### config.mk
export PLATFORM = sky130hd
export DESIGN_NAME = serial_shift_slice
export DESIGN_NICKNAME = d
export VERILOG_FILES = /design/src/rtl/shift_slice_pkg.sv /design/src/rtl/tick_source.sv /design/src/rtl/word_counter.sv /design/src/rtl/lane_shifter.sv /design/src/rtl/serial_shift_slice.sv
export SDC_FILE = /design/constraint.sdc
export NUM_CORES = 1
export LEC_CHECK = 0
export ABC_AREA = 1
export BUFFER_PORTS_ARGS = -buffer_cell sky130_fd_sc_hd__buf_4
export CELL_PAD_IN_SITES_DETAIL_PLACEMENT = 1
export CELL_PAD_IN_SITES_GLOBAL_PLACEMENT = 1
export CORE_ASPECT_RATIO = 0.8
export CORE_UTILIZATION = 45
export CTS_CLUSTER_DIAMETER = 120
export DETAILED_ROUTE_END_ITERATION = 7
export PLACE_DENSITY_LB_ADDON = 0.05
export RECOVER_POWER = 50
export SETUP_SLACK_MARGIN = 0.3
export SYNTH_ARGS = -nofsm -noshare
export SYNTH_HDL_FRONTEND = slang
export SYNTH_HIERARCHICAL = 1
export SYNTH_SLANG_ARGS = --single-unit
### constraint.sdc
create_clock -name clk -period 5.39 [get_ports clk]
set_clock_uncertainty 0.05 [all_clocks]
set_input_delay 1.078 -clock clk [delete_from_list [all_inputs] [get_ports clk]]
set_output_delay 1.078 -clock clk [all_outputs]
set_load 0.05 [all_outputs]
### src/rtl/shift_slice_pkg.sv
package shift_slice_pkg;

  // host register map (address decode is behaviour the bench relies on)
  localparam logic [2:0] ADDR_DIV_RELOAD  = 3'd0;
  localparam logic [2:0] ADDR_DIV_COUNT   = 3'd1;
  localparam logic [2:0] ADDR_WORD_RELOAD = 3'd2;
  localparam logic [2:0] ADDR_WORD_COUNT  = 3'd3;
  localparam logic [2:0] ADDR_SHADOW      = 3'd4;

  localparam int LANE_MAX  = 8;
  localparam int NUM_MODES = 4;

  typedef enum logic [1:0] {
    LANE_X1 = 2'd0,
    LANE_X2 = 2'd1,
    LANE_X4 = 2'd2,
    LANE_X8 = 2'd3
  } lane_mode_e;

endpackage

### src/rtl/tick_source.sv
module tick_source #(
  parameter int CNT_W       = 12,
  parameter int SYNC_STAGES = 2
) (
  input  logic             clk,
  input  logic             rst_n,
  input  logic             ext_sel,
  input  logic             qual_en,
  input  logic             ext_clk_in,
  input  logic             qual_in,
  input  logic             reload_wr,
  input  logic             count_wr,
  input  logic [CNT_W-1:0] wr_val,
  output logic [CNT_W-1:0] reload_q,
  output logic [CNT_W-1:0] count_q,
  output logic             shift_evt
);

  logic [SYNC_STAGES:0] sync_q;
  logic                 ext_edge;
  logic                 local_tick;
  logic                 raw_tick;

  // divider reload value
  always_ff @(posedge clk or negedge rst_n) begin
    if (!rst_n)         reload_q <= '0;
    else if (reload_wr) reload_q <= wr_val;
  end

  // free-running divider, host write sets the phase
  assign local_tick = (count_q == '0);

  always_ff @(posedge clk or negedge rst_n) begin
    if (!rst_n)          count_q <= '0;
    else if (count_wr)   count_q <= wr_val;
    else if (local_tick) count_q <= reload_q;
    else                 count_q <= count_q - CNT_W'(1);
  end

  // divider reloads after its terminal value
  AST_DIV_RELOAD: assert property (@(posedge clk) disable iff (!rst_n)
    (local_tick && !count_wr) |=> (count_q == $past(reload_q)));

  // external clock: synchronizer plus one extra stage for rising-edge detect
  always_ff @(posedge clk or negedge rst_n) begin
    if (!rst_n) sync_q <= '0;
    else        sync_q <= {sync_q[SYNC_STAGES-1:0], ext_clk_in};
  end

  assign ext_edge  = sync_q[SYNC_STAGES-1] & ~sync_q[SYNC_STAGES];
  assign raw_tick  = ext_sel ? ext_edge : local_tick;
  assign shift_evt = rst_n & raw_tick & (~qual_en | qual_in);

  // external edges never give back-to-back events
  AST_EXT_SINGLE: assert property (@(posedge clk) disable iff (!rst_n)
    (ext_sel && shift_evt) |=> !(ext_sel && shift_evt));

  // a low qualifier blocks every event
  AST_QUAL_BLOCKS: assert property (@(posedge clk) disable iff (!rst_n)
    (qual_en && !qual_in) |-> !shift_evt);

endmodule

### src/rtl/word_counter.sv
module word_counter #(
  parameter int POS_W = 8
) (
  input  logic             clk,
  input  logic             rst_n,
  input  logic             shift_evt,
  input  logic             reload_wr,
  input  logic             count_wr,
  input  logic [POS_W-1:0] wr_val,
  output logic [POS_W-1:0] reload_q,
  output logic [POS_W-1:0] count_q,
  output logic             boundary
);

  always_ff @(posedge clk or negedge rst_n) begin
    if (!rst_n)         reload_q <= '0;
    else if (reload_wr) reload_q <= wr_val;
  end

  assign boundary = shift_evt & (count_q == '0);

  always_ff @(posedge clk or negedge rst_n) begin
    if (!rst_n)         count_q <= '0;
    else if (count_wr)  count_q <= wr_val;
    else if (boundary)  count_q <= reload_q;
    else if (shift_evt) count_q <= count_q - POS_W'(1);
  end

  // after a boundary the counter restarts from the reload value
  AST_POS_RELOAD: assert property (@(posedge clk) disable iff (!rst_n)
    (boundary && !count_wr) |=> (count_q == $past(reload_q)));

  // without an event or write the counter holds
  AST_POS_HOLD: assert property (@(posedge clk) disable iff (!rst_n)
    (!shift_evt && !count_wr) |=> $stable(count_q));

endmodule

### src/rtl/lane_shifter.sv
module lane_shifter
  import shift_slice_pkg::*;
#(
  parameter int DATA_W = 32
) (
  input  logic                clk,
  input  logic                rst_n,
  input  lane_mode_e          lane_mode,
  input  logic                shift_evt,
  input  logic                swap,
  input  logic [LANE_MAX-1:0] ser_in,
  input  logic [DATA_W-1:0]   shadow_in,
  output logic [DATA_W-1:0]   shifted,
  output logic [LANE_MAX-1:0] ser_out
);

  logic [DATA_W-1:0]   data_q;
  logic [DATA_W-1:0]   cand [NUM_MODES];
  logic [LANE_MAX-1:0] outs [NUM_MODES];

  // one candidate per lane width
  for (genvar g = 0; g < NUM_MODES; g++) begin : g_lane
    localparam int W = 1 << g;
    localparam logic [LANE_MAX-1:0] MASK = LANE_MAX'((1 << W) - 1);
    assign cand[g] = {ser_in[W-1:0], data_q[DATA_W-1:W]};
    assign outs[g] = data_q[LANE_MAX-1:0] & MASK;
  end

  assign shifted = cand[lane_mode];
  assign ser_out = outs[lane_mode];

  always_ff @(posedge clk or negedge rst_n) begin
    if (!rst_n)         data_q <= '0;
    else if (swap)      data_q <= shadow_in;
    else if (shift_evt) data_q <= shifted;
  end

  // single-lane shift moves every bit down by one
  AST_SER1_SHIFT: assert property (@(posedge clk) disable iff (!rst_n)
    (shift_evt && !swap && lane_mode == LANE_X1)
      |=> (data_q[DATA_W-2:0] == $past(data_q[DATA_W-1:1])));

  // with no event the working register holds
  AST_REG_HOLD: assert property (@(posedge clk) disable iff (!rst_n)
    !shift_evt |=> $stable(data_q));

endmodule

### src/rtl/serial_shift_slice.sv
module serial_shift_slice
  import shift_slice_pkg::*;
#(
  parameter int DATA_W      = 32,
  parameter int CNT_W       = 12,
  parameter int POS_W       = 8,
  parameter int SYNC_STAGES = 2
) (
  input  logic                clk,
  input  logic                rst_n,
  input  logic [1:0]          cfg_lane_mode,
  input  logic                cfg_ext_sel,
  input  logic                cfg_qual_en,
  input  logic                ext_clk_in,
  input  logic                qual_in,
  input  logic [LANE_MAX-1:0] ser_in,
  output logic [LANE_MAX-1:0] ser_out,
  input  logic                wr_en,
  input  logic [2:0]          wr_addr,
  input  logic [DATA_W-1:0]   wr_data,
  input  logic [2:0]          rd_addr,
  output logic [DATA_W-1:0]   rd_data,
  output logic                swap_pulse
);

  localparam int CNT_PAD = DATA_W - CNT_W;
  localparam int POS_PAD = DATA_W - POS_W;

  logic              shift_evt;
  logic              swap;
  logic [CNT_W-1:0]  div_reload;
  logic [CNT_W-1:0]  div_count;
  logic [POS_W-1:0]  word_reload;
  logic [POS_W-1:0]  word_count;
  logic [DATA_W-1:0] shadow_q;
  logic [DATA_W-1:0] shifted;
  logic              shadow_wr;

  tick_source #(
    .CNT_W       (CNT_W),
    .SYNC_STAGES (SYNC_STAGES)
  ) u_tick (
    .clk        (clk),
    .rst_n      (rst_n),
    .ext_sel    (cfg_ext_sel),
    .qual_en    (cfg_qual_en),
    .ext_clk_in (ext_clk_in),
    .qual_in    (qual_in),
    .reload_wr  (wr_en && wr_addr == ADDR_DIV_RELOAD),
    .count_wr   (wr_en && wr_addr == ADDR_DIV_COUNT),
    .wr_val     (wr_data[CNT_W-1:0]),
    .reload_q   (div_reload),
    .count_q    (div_count),
    .shift_evt  (shift_evt)
  );

  word_counter #(
    .POS_W (POS_W)
  ) u_word (
    .clk       (clk),
    .rst_n     (rst_n),
    .shift_evt (shift_evt),
    .reload_wr (wr_en && wr_addr == ADDR_WORD_RELOAD),
    .count_wr  (wr_en && wr_addr == ADDR_WORD_COUNT),
    .wr_val    (wr_data[POS_W-1:0]),
    .reload_q  (word_reload),
    .count_q   (word_count),
    .boundary  (swap)
  );

  lane_shifter #(
    .DATA_W (DATA_W)
  ) u_shift (
    .clk       (clk),
    .rst_n     (rst_n),
    .lane_mode (lane_mode_e'(cfg_lane_mode)),
    .shift_evt (shift_evt),
    .swap      (swap),
    .ser_in    (ser_in),
    .shadow_in (shadow_q),
    .shifted   (shifted),
    .ser_out   (ser_out)
  );

  // shadow word: exchange wins over a host write in the same cycle
  assign shadow_wr = wr_en && (wr_addr == ADDR_SHADOW);

  always_ff @(posedge clk or negedge rst_n) begin
    if (!rst_n)         shadow_q <= '0;
    else if (swap)      shadow_q <= shifted;
    else if (shadow_wr) shadow_q <= wr_data;
  end

  assign swap_pulse = swap;

  always_comb begin
    case (rd_addr)
      ADDR_DIV_RELOAD:  rd_data = {{CNT_PAD{1'b0}}, div_reload};
      ADDR_DIV_COUNT:   rd_data = {{CNT_PAD{1'b0}}, div_count};
      ADDR_WORD_RELOAD: rd_data = {{POS_PAD{1'b0}}, word_reload};
      ADDR_WORD_COUNT:  rd_data = {{POS_PAD{1'b0}}, word_count};
      ADDR_SHADOW:      rd_data = shadow_q;
      default:          rd_data = '0;
    endcase
  end

  // an exchange only happens on a shift event
  AST_SWAP_ON_SHIFT: assert property (@(posedge clk) disable iff (!rst_n)
    swap_pulse |-> shift_evt);

  // shadow changes only by exchange or host write
  AST_SHADOW_HOLD: assert property (@(posedge clk) disable iff (!rst_n)
    (!swap_pulse && !shadow_wr) |=> $stable(shadow_q));

  // lanes above the selected width read zero
  AST_LANE_ZERO: assert property (@(posedge clk) disable iff (!rst_n)
    (cfg_lane_mode == LANE_X1) |-> (ser_out[LANE_MAX-1:1] == '0));

endmodule

# == After elaboration in Yosys (flattened, before gate mapping) ==
# Index checks and enable logic that the tools add are counted.
# op_classes
addsub,2
n_lt_le_gt_ge,1
eq_ne,8
mux,17
bitwise,8
n_reduce_logical,12
# op_table
cell,count
two-way mux 32 bit,6
one-hot mux 32 bit (5 select lines),1
binary-select mux 32 bit (select 2 bit),1
two-way mux 8 bit,5
two-way mux 12 bit,2
binary-select mux 8 bit (select 2 bit),1
equality test 3 x 2 -> 1 bit (second input constant),4
zero test 12 bit,1
subtractor 12 x 1 -> 12 bit (second input constant),1
zero test 8 bit,1
subtractor 8 x 1 -> 8 bit (second input constant),1
equality test 3 x 1 -> 1 bit (second input constant),2
equality test 3 bit (second input constant),2
zero test 3 bit,2
logical AND 1 bit,5
bitwise AND 1 bit,4
nonzero test 2 bit,2
greater-or-equal comparator 3 bit (second input constant),1
NOT 2 -> 3 bit,1
nonzero test 3 bit,1
NOT 1 bit,2
two-way mux 1 bit,1
OR 1 bit,1
# word_totals
reg_bits,107
in_bits,55
elab_cells,55

# == Depth between registers and ports, before layout ==
# logic_depth
ltp_word,8
mapped_depth,19
mapped_depth_nobuf,15

# == By module ==
# Netlist, hierarchy kept.
# modules_own_cells
module,n_inst,cells_each,area_per_inst_um2,seq_area_each_um2
serial_shift_slice,1,397,2553.7,800.8
lane_shifter,1,338,2328.5,800.8
tick_source,1,200,1492.7,675.6
word_counter,1,125,934.6,400.4

# == Least setup slack after synthesis ==
# Ideal clock, no wire load.
# synth_timing
path_kind,input-to-output
from,input port cfg_lane_mode[1]
to,output port ser_out[4]
t_arrival_ns,2.132
required_ns,4.262
slack_ns,2.130
cell_stages,4
path_cell_list,buf_2 inv_4 buf_4 nor2_1
# synth_between
elab_chain_len,4
# synth_rtl
item,line_no,source
start: declaration,serial_shift_slice.sv:11,"input logic [1:0] cfg_lane_mode,"
NOT 2 -> 3 bit (not written as such),lane_shifter.sv:30,assign ser_out = outs[lane_mode];
binary-select mux 8 bit (select 2 bit),lane_shifter.sv:30,
two-way mux 8 bit (not written as such) (2 in a row),lane_shifter.sv:30,
end: declaration,serial_shift_slice.sv:17,"output logic [LANE_MAX-1:0] ser_out,"
# Every way passes these cells. The select of a mux whose other input is x is not followed.

==> reports/metrics.csv <==
metric;value;unit
status;complete, but fails checks;
failed_checks;capacitance limit, slew limit;
ff2ff_path_depth;18;
hold_path.class;reg -> reg;
fill_cells;2135;
drive_above_1_share;15.0;%
setup_viol;0;
cts_resized;0;
wirelength;24.0;mm
place_inst;1328;
htree_levels;3;
cts_root_buffer;clkbuf_16;
dp_hpwl;16.9;mm
cts.sinks;107;
synth.top_cell.area_share;36.6;%
num_vias;7403;
worst_hold_slack;312;ps
nets;1183;
antenna_found_initial;0;
cp-start-kind;primary input;
grt_pass1_wl;38.7;mm
maxCapViolations;1;
cts_tree;built;
syn-num-nets;1119;
clk_pin_slew;70;ps
viasPerCell;5.51;
syn_area;0.00731;mm^2
worst-path-max-fanout;56;
preCtsSetupSlack;1790;ps
final_cells;1343;
end_kind;async pin;
arrival;4330;ps
post-route-period-util;74.3;%
post_cts_buffers;0;
gp_congestion;0.825;
grt_pass1_vias;7313;
drt_iter0_drc;588;
routedWlPerCell;17.9;um
cp_data_required_time;5710;ps
die_x;144;um
ys_seq_area_share;36.6;%
design.core.area;0.0158;mm^2
die_area;0.0168;mm^2
drc;0;
layout_setup_ws;1390;ps
antenna_cells;0;
hold_depth;0;
synth_cell_type_count;34;
synth_warnings;6;
maxSlewHeadroom;-90.7;%
finalHoldViolations;0;
dpl-instance-area;0.00804;mm^2
grt_overflow;0;
tightest_slew;2860;ps
ir_drop;0.264;mV
cts_buffers;9;
row_count;41;
drt_pass1_iterations;5;
rsz0062_at_grt;false;
synthCells;1060;
clock_path_buffers;2;
fmax;0.250;GHz
powerDensity;387;mW/mm^2
path_class;in -> async;
port_buffers;95;
ys.flop_type;dfrtp_1;
synth.area.top_cells;dfrtp_1 37%, nand2_1 22%, nand3_1 14%, a22oi_1 4.1%, nor2_4 3.9%;
syn2layout_area_growth;13.3;%
ys_seq_elements;107;
final.min_clock_period;4000;ps
grt_max_degree;66;
cts_hold_buf;0;
ios;96;
finalSetupTns;0;ps
finalMaxSlewViolations;53;
initial_core_util;46.3;%
fp.dieH;116;um
async_flop_share;100;%
ant_nets;0;
synth-edff-count;0;
clock_latency;360;ps
cellLeakagePower;4.32;nW
stdcell_area;0.00828;mm^2
synth_top_cell_by_area;dfrtp_1;
grt.total_usage;30.2;%
synth.avg_cell_area;6.90;um^2
==> registers in the layout, indices dropped and copies added, names as in the netlist <==
name / flops
u_word/reload_q: 8
u_word/count_q: 8
u_tick/reload_q: 12
shadow_q: 32
u_tick/count_q: 12
u_shift/data_q: 32
u_tick/sync_q: 3
==> worst paths after layout <==
path                                   startpoint                 end  slack (ps)
worst max-delay path                        rst_n  u_shift/data_q[24]        1390
worst min-delay path             u_tick/sync_q[0]    u_tick/sync_q[1]         310
worst max register to register  u_tick/count_q[0]         shadow_q[7]        1840
worst min register to register   u_tick/sync_q[0]    u_tick/sync_q[1]         310
max in group clk                u_tick/count_q[0]          swap_pulse        1710
min in group asynchronous                   rst_n  u_shift/data_q[17]        1830
==> layer usage <==
layer	share of wire, %	GRT usage (%)
met1	51	45.1
met5	0	0
met4	0.87	5.61
met2	44	46.1
met3	4.3	4.67
==> cells by family (layout without fill, tap and decap cells) <==
group	after synthesis	after routing	share of synthesized area [%]
flops	107	107	36.6
fa+ha+maj	4	4	0.685
buf+inv	137	205	9.28
xor+xnor	2	2	0.240
simple gates	736	736	46.6
compound gates	74	74	6.56
==> area by class of cell <==
class	instances	area [um^2]	share of cell area, %
timing repair buffer	109	792	9.57
clock buffer	12	246	2.98
clock inverter	3	22.5	0.272
tap	215	269	3.25
sequential	107	2680	32.3
inverter	81	308	3.72
multi-input combinational	816	3960	47.9
==> cell usage in the layout (no fill, tap or decap), types with 2 or more instances in the layout <==
cell type,synthesis,routed
nor2_1,28,28
clkbuf_1,9,9
nand3_1,198,198
nand2_1,422,422
nand2_2,2,2
nor3_1,4,3
a21oi_1,6,6
clkbuf_16,0,9
ha_1,4,4
nor2_8,2,2
a22oi_1,40,40
inv_1,70,70
nand4_1,11,11
nand2_4,3,3
dfrtp_1,107,107
and2_1,32,32
clkinv_2,1,2
buf_4,15,101
inv_2,9,9
nor2_4,25,26
nor2_2,6,5
o21ai_0,24,24
nor3_2,2,3
==> synth_stat cells, types with 6 or more instances <==
| cell | number |
|---|---|
| nand2_1 | 422 |
| nand3_1 | 198 |
| dfrtp_1 | 107 |
| inv_1 | 70 |
| a22oi_1 | 40 |
| and2_1 | 32 |
| nor2_1 | 28 |
| buf_2 | 25 |
| nor2_4 | 25 |
| o21ai_0 | 24 |
| buf_4 | 15 |
| nand4_1 | 11 |
| clkbuf_1 | 9 |
| inv_2 | 9 |
| a21oi_1 | 6 |
| nor2_2 | 6 |
==> stage by stage <==
stage	total power, mW	util, %
final	3.21	52.4
after global placement	2.51	50.9
after floorplan	2.17	-
after CTS	3.22	52.6
after detailed placement	2.56	50.9
after global routing	3.43	52.4
==> worst max-delay path: stages <==
cell and delay (ps):
clkbuf_1 180, clkbuf_1 2040, buf_4 920
==> power breakdown <==
part           internal (mW)  switching [mW]  total (mW)
clock network          0.326           0.307       0.633
registers               1.06           0.293        1.35
logic                  0.423           0.802        1.22
total                   1.81            1.40        3.21
(Power assumes the default switching activity.)
